**src/rtl/rtc_cal_pkg.sv**
```systemverilog
package rtc_cal_pkg;

    // Mode byte bit positions
    localparam int MB_HOLD    = 7;
    localparam int MB_ALM_EN  = 5;
    localparam int MB_UEND_EN = 4;
    localparam int MB_BIN     = 2;
    localparam int MB_H24     = 1;

    // Flag byte bit positions
    localparam int FB_ANY  = 7;
    localparam int FB_ALM  = 5;
    localparam int FB_UEND = 4;

    localparam logic [2:0] OSC_RUN = 3'b010;

    typedef struct packed {
        logic [6:0] sec;
        logic [6:0] min;
        logic [6:0] hr;
        logic [6:0] wday;
        logic [6:0] mday;
        logic [6:0] mon;
        logic [6:0] year;
    } tod_t;

    typedef struct packed {
        logic [7:0] sec;
        logic [7:0] min;
        logic [7:0] hr;
        logic [7:0] wday;
        logic [7:0] mday;
        logic [7:0] mon;
        logic [7:0] year;
    } regs_t;

    typedef enum logic [1:0] {S_IDLE, S_BUSY, S_DONE} upd_state_e;

    localparam tod_t  TOD_RESET  = '{7'd0, 7'd0, 7'd0, 7'd1, 7'd1, 7'd1, 7'd0};
    localparam regs_t REGS_RESET = '{8'h00, 8'h00, 8'h00, 8'h01, 8'h01, 8'h01, 8'h00};

    // Binary count to register byte
    function automatic logic [7:0] to_reg(input logic [6:0] v, input logic bin);
        logic [6:0] tens;
        logic [6:0] units;
        tens  = v / 7'd10;
        units = v % 7'd10;
        return bin ? {1'b0, v} : {tens[3:0], units[3:0]};
    endfunction

    // Register byte to binary count
    function automatic logic [6:0] from_reg(input logic [7:0] r, input logic bin);
        logic [7:0] sum;
        sum = ({4'b0, r[7:4]} * 8'd10) + {4'b0, r[3:0]};
        return bin ? r[6:0] : sum[6:0];
    endfunction

    function automatic logic [6:0] month_days(input logic [6:0] mon, input logic leap);
        case (mon)
            7'd2:                        return leap ? 7'd29 : 7'd28;
            7'd4, 7'd6, 7'd9, 7'd11:     return 7'd30;
            default:                     return 7'd31;
        endcase
    endfunction

endpackage

```
**src/rtl/rtc_cal_step.sv**
```systemverilog
module rtc_cal_step
    import rtc_cal_pkg::*;
#(
    parameter int CENTURY = 20
) (
    input  tod_t cur_i,
    output tod_t nxt_o
);
    localparam logic CENT_LEAP = ((CENTURY % 4) == 0);

    logic       leap;
    logic [6:0] dim;

    always_comb begin
        leap  = (cur_i.year[1:0] == 2'b00) && ((cur_i.year != 7'd0) || CENT_LEAP);
        dim   = month_days(cur_i.mon, leap);
        nxt_o = cur_i;
        if (cur_i.sec < 7'd59) begin
            nxt_o.sec = cur_i.sec + 7'd1;
        end else begin
            nxt_o.sec = 7'd0;
            if (cur_i.min < 7'd59) begin
                nxt_o.min = cur_i.min + 7'd1;
            end else begin
                nxt_o.min = 7'd0;
                if (cur_i.hr < 7'd23) begin
                    nxt_o.hr = cur_i.hr + 7'd1;
                end else begin
                    nxt_o.hr   = 7'd0;
                    nxt_o.wday = (cur_i.wday >= 7'd7) ? 7'd1 : cur_i.wday + 7'd1;
                    if (cur_i.mday < dim) begin
                        nxt_o.mday = cur_i.mday + 7'd1;
                    end else begin
                        nxt_o.mday = 7'd1;
                        if (cur_i.mon < 7'd12) begin
                            nxt_o.mon = cur_i.mon + 7'd1;
                        end else begin
                            nxt_o.mon  = 7'd1;
                            nxt_o.year = (cur_i.year >= 7'd99) ? 7'd0 : cur_i.year + 7'd1;
                        end
                    end
                end
            end
        end
    end
endmodule

```
**src/rtl/rtc_cal_encode.sv**
```systemverilog
module rtc_cal_encode
    import rtc_cal_pkg::*;
(
    input  tod_t  tod_i,
    input  logic  bin_i,
    input  logic  h24_i,
    output regs_t regs_o
);
    logic       pm;
    logic [6:0] hr12;
    logic [7:0] hr12_byte;

    always_comb begin
        pm        = (tod_i.hr >= 7'd12);
        hr12      = pm ? (tod_i.hr - 7'd12) : tod_i.hr;
        hr12_byte = to_reg(hr12, bin_i);
        regs_o.sec  = to_reg(tod_i.sec, bin_i);
        regs_o.min  = to_reg(tod_i.min, bin_i);
        regs_o.hr   = h24_i ? to_reg(tod_i.hr, bin_i) : {pm, hr12_byte[6:0]};
        regs_o.wday = to_reg(tod_i.wday, bin_i);
        regs_o.mday = to_reg(tod_i.mday, bin_i);
        regs_o.mon  = to_reg(tod_i.mon, bin_i);
        regs_o.year = to_reg(tod_i.year, bin_i);
    end
endmodule

```
**src/rtl/rtc_cal_decode.sv**
```systemverilog
module rtc_cal_decode
    import rtc_cal_pkg::*;
(
    input  regs_t regs_i,
    input  logic  bin_i,
    input  logic  h24_i,
    output tod_t  tod_o
);
    always_comb begin
        tod_o.sec  = from_reg(regs_i.sec, bin_i);
        tod_o.min  = from_reg(regs_i.min, bin_i);
        tod_o.hr   = h24_i ? from_reg(regs_i.hr, bin_i)
                           : from_reg({1'b0, regs_i.hr[6:0]}, bin_i)
                             + (regs_i.hr[7] ? 7'd12 : 7'd0);
        tod_o.wday = from_reg(regs_i.wday, bin_i);
        tod_o.mday = from_reg(regs_i.mday, bin_i);
        tod_o.mon  = from_reg(regs_i.mon, bin_i);
        tod_o.year = from_reg(regs_i.year, bin_i);
    end
endmodule

```
**src/rtl/rtc_calendar_core.sv**
```systemverilog
module rtc_calendar_core
    import rtc_cal_pkg::*;
#(
    parameter int UIP_CYCLES = 12207,
    parameter int CENTURY    = 20
) (
    input  logic       clk,
    input  logic       rst_n,
    input  logic       tick_i,
    input  logic [7:0] mode_i,
    input  logic [2:0] osc_i,
    input  logic [7:0] alm_sec_i,
    input  logic [7:0] alm_min_i,
    input  logic [7:0] alm_hr_i,
    input  logic       ld_i,
    input  logic [7:0] ld_sec_i,
    input  logic [7:0] ld_min_i,
    input  logic [7:0] ld_hr_i,
    input  logic [7:0] ld_wday_i,
    input  logic [7:0] ld_mday_i,
    input  logic [7:0] ld_mon_i,
    input  logic [7:0] ld_year_i,
    output logic [7:0] sec_o,
    output logic [7:0] min_o,
    output logic [7:0] hr_o,
    output logic [7:0] wday_o,
    output logic [7:0] mday_o,
    output logic [7:0] mon_o,
    output logic [7:0] year_o,
    output logic       uip_o,
    output logic [7:0] flags_o
);
    localparam int            CW   = (UIP_CYCLES > 1) ? $clog2(UIP_CYCLES) : 1;
    localparam logic [CW-1:0] LAST = CW'(UIP_CYCLES - 1);

    upd_state_e    state_q, state_d;
    logic [CW-1:0] cnt_q;
    tod_t          tod_q, tod_step, tod_ld;
    regs_t         regs_q, regs_enc, ld_bytes;
    logic          uip_q;
    logic [7:0]    flags_q;

    logic hold, bin, h24, go, alm_hit, alm_fire, uend_fire;
    logic unused_mode;

    assign hold        = mode_i[MB_HOLD];
    assign bin         = mode_i[MB_BIN];
    assign h24         = mode_i[MB_H24];
    assign unused_mode = ^{mode_i[6], mode_i[3], mode_i[0]};
    assign go          = tick_i && !ld_i && (osc_i == OSC_RUN);
    assign ld_bytes    = '{ld_sec_i, ld_min_i, ld_hr_i, ld_wday_i,
                           ld_mday_i, ld_mon_i, ld_year_i};

    rtc_cal_step #(.CENTURY(CENTURY)) u_step (.cur_i(tod_q), .nxt_o(tod_step));
    rtc_cal_encode u_enc (.tod_i(tod_q), .bin_i(bin), .h24_i(h24), .regs_o(regs_enc));
    rtc_cal_decode u_dec (.regs_i(ld_bytes), .bin_i(bin), .h24_i(h24), .tod_o(tod_ld));

    function automatic logic field_hit(input logic [7:0] alm, input logic [7:0] cur);
        return (alm[7:6] == 2'b11) || (alm == cur);
    endfunction

    assign alm_hit   = field_hit(alm_sec_i, regs_enc.sec) &&
                       field_hit(alm_min_i, regs_enc.min) &&
                       field_hit(alm_hr_i,  regs_enc.hr);
    assign alm_fire  = alm_hit && mode_i[MB_ALM_EN];
    assign uend_fire = mode_i[MB_UEND_EN] && !hold;

    // Next-state logic
    always_comb begin
        state_d = state_q;
        unique case (state_q)
            S_IDLE:  if (go) state_d = S_BUSY;
            S_BUSY:  if (cnt_q == LAST) state_d = S_DONE;
            S_DONE:  state_d = S_IDLE;
            default: state_d = S_IDLE;
        endcase
    end

    // State register
    always_ff @(posedge clk or negedge rst_n) begin
        if (!rst_n) state_q <= S_IDLE;
        else        state_q <= state_d;
    end

    // Outputs and datapath registers
    always_ff @(posedge clk or negedge rst_n) begin
        if (!rst_n) begin
            tod_q   <= TOD_RESET;
            regs_q  <= REGS_RESET;
            cnt_q   <= '0;
            uip_q   <= 1'b0;
            flags_q <= 8'h00;
        end else begin
            flags_q <= 8'h00;
            if (state_q == S_IDLE && go) begin
                tod_q <= tod_step;
                uip_q <= !hold;
                cnt_q <= '0;
            end
            if (state_q == S_BUSY) cnt_q <= cnt_q + 1'b1;
            if (hold) uip_q <= 1'b0;
            if (state_q == S_DONE) begin
                uip_q <= 1'b0;
                if (!hold) regs_q <= regs_enc;
                flags_q[FB_ANY]  <= alm_fire || uend_fire;
                flags_q[FB_ALM]  <= alm_fire;
                flags_q[FB_UEND] <= uend_fire;
            end
            if (ld_i) begin
                tod_q  <= tod_ld;
                regs_q <= ld_bytes;
            end
        end
    end

    assign sec_o   = regs_q.sec;
    assign min_o   = regs_q.min;
    assign hr_o    = regs_q.hr;
    assign wday_o  = regs_q.wday;
    assign mday_o  = regs_q.mday;
    assign mon_o   = regs_q.mon;
    assign year_o  = regs_q.year;
    assign uip_o   = uip_q;
    assign flags_o = flags_q;


    osc_hold_chk: assert property (@(posedge clk) disable iff (!rst_n)
        (state_q == S_IDLE && osc_i != OSC_RUN && !ld_i) |=> $stable(tod_q));


    hold_freeze_chk: assert property (@(posedge clk) disable iff (!rst_n)
        (hold && !ld_i) |=> $stable({sec_o, min_o, hr_o, wday_o, mday_o, mon_o, year_o}));


    flag_after_done_chk: assert property (@(posedge clk) disable iff (!rst_n)
        (flags_o != 8'h00) |-> $past(state_q == S_DONE));


    idle_no_uip_chk: assert property (@(posedge clk) disable iff (!rst_n)
        (state_q == S_IDLE) |-> !uip_o);


    uip_rise_busy_chk: assert property (@(posedge clk) disable iff (!rst_n)
        $rose(uip_o) |-> (state_q == S_BUSY));

endmodule

```
**config.mk**
```make
export PLATFORM = sky130hd
export DESIGN_NAME = rtc_calendar_core
export DESIGN_NICKNAME = d
export VERILOG_FILES = /design/src/rtl/rtc_cal_pkg.sv /design/src/rtl/rtc_cal_step.sv /design/src/rtl/rtc_cal_encode.sv /design/src/rtl/rtc_cal_decode.sv /design/src/rtl/rtc_calendar_core.sv
export SDC_FILE = /design/constraint.sdc
export NUM_CORES = 1
export LEC_CHECK = 0
export ABC_CLOCK_PERIOD_IN_PS = 4500
export BUFFER_PORTS_ARGS = -buffer_cell sky130_fd_sc_hd__clkbuf_2
export CAP_MARGIN = 5
export CORE_ASPECT_RATIO = 0.5
export CORE_UTILIZATION = 55
export DETAILED_ROUTE_END_ITERATION = 16
export GPL_TIMING_DRIVEN = 0
export MAX_ROUTING_LAYER = met4
export PLACE_DENSITY = 0.79
export SETUP_SLACK_MARGIN = 0.15
export SLEW_MARGIN = 40
export SYNTH_ARGS = -nofsm -noshare
export SYNTH_HDL_FRONTEND = slang
export SYNTH_HIERARCHICAL = 1
export SYNTH_SLANG_ARGS = --single-unit
```
**constraint.sdc**
```tcl
create_clock -name clk -period 4.5 [get_ports clk]
set_clock_uncertainty 0.05 [all_clocks]
set_input_delay 0.675 -clock clk [delete_from_list [all_inputs] [get_ports clk]]
set_output_delay 0.675 -clock clk [all_outputs]
set_load 0.03 [all_outputs]
```
==> run summary <==
The kind of critical path was reg2reg. The register bit count reported by yosys is 125. CTS saw 125 sinks. The average instance in the mapped netlist occupies 7.73 µm². The portion of the clock cycle consumed by the worst path in the final layout is 0.988. The path class of the tightest hold or removal check is in2async.

The number of antenna diodes in the final layout is 0. The worst-case IR drop observed on VDD is 0.000236 V. For the total setup violations reported at the end of the flow, the log shows 0. The slew at the pin closest to its max-slew limit is 0.905 ns.

In the synthesized netlist the dominant register cell turns out to be sky130_fd_sc_hd__dfrtp_1. The average vias per placed instance came out at 6.31. Summed over all cells, the static leakage comes to 7.06 nW.

Yosys printed 6 warnings. The run gives 17 as the number of clock buffers inserted by TritonCTS. The die is 113 µm tall. The signal on the critical path passes through ha_4 > buf_8 > nor3b_4 > or4_4 > a21o_4 > a211oi_2 > o21ai_2 > nor2b_4 > ha_4 > a21oi_1 > a311oi_1 > o21ai_2 > nand3b_1 > a222oi_1 > buf_4 > xor2_2 > nor4_2 > a22oi_2 > buf_6 > o41ai_2.

Once detail routing completed, the nets flagged for antenna violations numbered 0. Of all nets on the critical path, the largest fanout is 6. The number of antenna violations at the first check in global routing came out at 0. The share of the core filled with cells is 0.663, and the area growth from synthesis to layout is 17.2%.

The largest area contributor in the netlist is sky130_fd_sc_hd__dfrtp_1. The net count of the finished layout is 2,147. The run gives 160 as the I/O pin count.

For the starting utilization of the core area, the log shows 0.565. In this run the cell area of the synthesized design comes to 13,700 µm². For the starting DRC count in detailed routing, the log shows 1,544.

The HPWL reported at the end of detailed placement was 31,500 µm. The max-slew headroom at the worst pin is 0.397. Static timing analysis puts the maximum clock frequency at 225 MHz.

The run finished with clean final reports. Yosys mapped a number of flops with a built-in enable equal to 0. The core region is 24,200 µm². The logs give 0.354 for the global router's overall resource usage and 0 for the hold violation count in the final report. For this run, design rule violations remaining after detail routing come to 0. The cell with the largest stage delay on the worst path is sky130_fd_sc_hd__or4_4. In the synthesized netlist, the number of instances is 1,767. The wire length per cell came out at 19.3 µm. Maximum buffer depth of the clock tree: 2.

The critical path endpoint category was a flip-flop. The tools report the count of H-tree levels built during CTS as 4. The die covers 25,500 µm². The total detailed-routing wirelength is 44,700 µm, and the clock period minus worst slack is 4.45 ns.

The worst setup path is launched from a flip-flop. Setup repair after global routing could not meet its margin everywhere. The fraction of final layout cells sized beyond drive strength 1 is 0.191, and the post-route cell area is 16,000 µm². The sequential area share after synthesis was 0.230.

Routability-driven placement finished with a final weighted congestion of 0.966. Synthesis instantiated 107 different standard cells from the library. TritonCTS built the clock tree. The total power draw was 0.00610 W. The final max-slew violation count is 0, and the clock latency on the worst-skew pair is 0.44 ns. At the worst endpoint, the arrival time is 4.74 ns. The total overflow left after global routing is 0.

STA puts the critical path data required time at 4.79 ns. Buffer cell driving the clock tree root: sky130_fd_sc_hd__clkbuf_16. After detailed placement, the total cell area comes to 14,900 µm². Entering global routing, the biggest net connects 51 pins.

The delay contributed by the slowest stage of the critical path was 0.55 ns; the die boundary width was 225 µm. The first-pass GRT wire length was 69,000 µm; the detailed-router iteration count before antenna repair was 6. The max capacitance violation total came out at 0. The count of buffers added on input and output ports is 149. The area share of the largest cell type after synthesis was 0.218.

The tools report the number of global-route vias before repair as 13,285. Worst hold-check slack: 0.0892 ns. Power spread over the standard cell area amounts to 381 nW/µm². Ranked by total cell area, the synthesized netlist is headed by sky130_fd_sc_hd__dfrtp_1 22%, sky130_fd_sc_hd__mux2i_1 8.4%, sky130_fd_sc_hd__ha_1 6.4%, sky130_fd_sc_hd__nand2_1 6.2%, sky130_fd_sc_hd__o21ai_1 4.5%. The fraction of registers with async set/reset was 1.00. The clock transition at the register clock pins on the worst setup and hold paths after CTS is 0.06 ns, and the detailed-route via count is 14,615. In this run the core area contains 40 standard-cell rows.
## per-layer routing
| metal | vias up | part of all wire | global-route usage |
|---|---|---|---|
| met5 | - | 0 | - |
| met4 | 0 | 0.033 | 0.141 |
| li1 | 6748 | - | - |
| met1 | 6935 | 0.42 | 0.470 |
| met2 | 784 | 0.45 | 0.537 |
| met3 | 148 | 0.094 | 0.0634 |
## kinds of logic (layout without fill, tap and decap cells)
kind of cell             Yosys count  after routing  synth area share
AO/OA/AOI/OAI                    547            547             0.247
XOR/XNOR                          83             83            0.0532
adder cells (fa/ha/maj)           85             85            0.0861
buffers and inverters            197            405            0.0702
flip-flops                       125            125             0.230
multiplexers                     131            131            0.0975
other                              2              6          0.000550
AND/OR/NAND/NOR                  597            597             0.216
## cells in the final DEF (no fill, tap or decap), drive strengths merged, types with 26 or more instances in the layout
cell type	n
ha	70
nand2	225
nor3	26
xor2	47
o21ai	247
a31oi	27
clkbuf	255
nor2	112
xnor2	36
mux2i	115
inv	55
nor2b	36
a21oi	105
dfrtp	119
nand3	48
buf	87
## state kept, by name, summed over array words and instances (netlist names)
signal	flops
tod_q	49
cnt_q	14
hr_o	8
mday_o	8
min_o	8
mon_o	8
sec_o	8
wday_o	8
year_o	8
flags_o	3
state_q	2
uip_o	1
## timing repair
action	in CTS	in global routing
endpoints found under the setup margin	3	2
gates resized for setup	32	51
gates cloned	0	0
pin swaps	15	17
buffers inserted	12	13
hold buffers	0	0
## final timing paths
path,start,to,slack (ns),cells after the start
min reg2reg,cnt_q[11]$_DFFE_PN0P_,cnt_q[11]$_DFFE_PN0P_,0.44,1
min in group clk,mode_i[7],uip_o$_DFFE_PN0P_,0.37,2
max in group asynchronous,rst_n,tod_q[21]$_DFFE_PN1P_,3.38,3
min,rst_n,cnt_q[0]$_DFFE_PN0P_,0.09,1
max reg2reg,tod_q[31]$_DFFE_PN0P_,flags_o[7]$_DFF_PN0_,0.05,20
max,tod_q[31]$_DFFE_PN0P_,flags_o[7]$_DFF_PN0_,0.05,20
## stage by stage
stage                     worst slack (ns)  setup TNS (ns)  std cells
after floorplan                      0.194               0       1771
after global placement              -0.583           -1.09       2256
after global routing                -0.140          -0.182       2315
after CTS                            0.150               0       2302
final                               0.0532               0       2315
after detailed placement            -0.621           -1.18       2259
## worst max-delay path: cells and delay by family, from the launching register on
| kind | cells | cell delay (ns) |
|---|---|---|
| compound gates | 9 | 1.69 |
| simple gates | 5 | 1.27 |
| buf+inv | 3 | 0.46 |
| flops | 1 | 0.45 |
| fa+ha+maj | 2 | 0.37 |
| xor+xnor | 1 | 0.06 |
## final cells by class
class / instances / area (µm²)
Timing Repair Buffer: 177 / 1010
Clock inverter: 7 / 113
Buffer: 141 / 806
Inverter: 56 / 216
Multi-Input combinational cell: 1449 / 9840
Clock buffer: 24 / 472
Sequential cell: 125 / 3140
Fill cell: 2093 / 8160
Tap cell: 336 / 420
## where the power goes
part	leakage (nW)	total [W]	internal [W]	switching [W]
Combinational	5.24	0.00317	0.00130	0.00187
Sequential	1.53	0.00149	0.00127	0.000219
Clock	0.284	0.00144	0.000894	0.000549
Total	7.06	0.00610	0.00346	0.00264
## cells in the mapped netlist (36+ instances only)
cell type	instances
sky130_fd_sc_hd__a21oi_1	103
sky130_fd_sc_hd__clkbuf_1	77
sky130_fd_sc_hd__dfrtp_1	119
sky130_fd_sc_hd__ha_1	70
sky130_fd_sc_hd__inv_1	53
sky130_fd_sc_hd__mux2i_1	115
sky130_fd_sc_hd__nand2_1	225
sky130_fd_sc_hd__nand3_1	47
sky130_fd_sc_hd__nor2_1	112
sky130_fd_sc_hd__o21ai_0	122
sky130_fd_sc_hd__o21ai_1	124
sky130_fd_sc_hd__xnor2_1	36
sky130_fd_sc_hd__xor2_1	47
(Power assumes the default switching activity.)
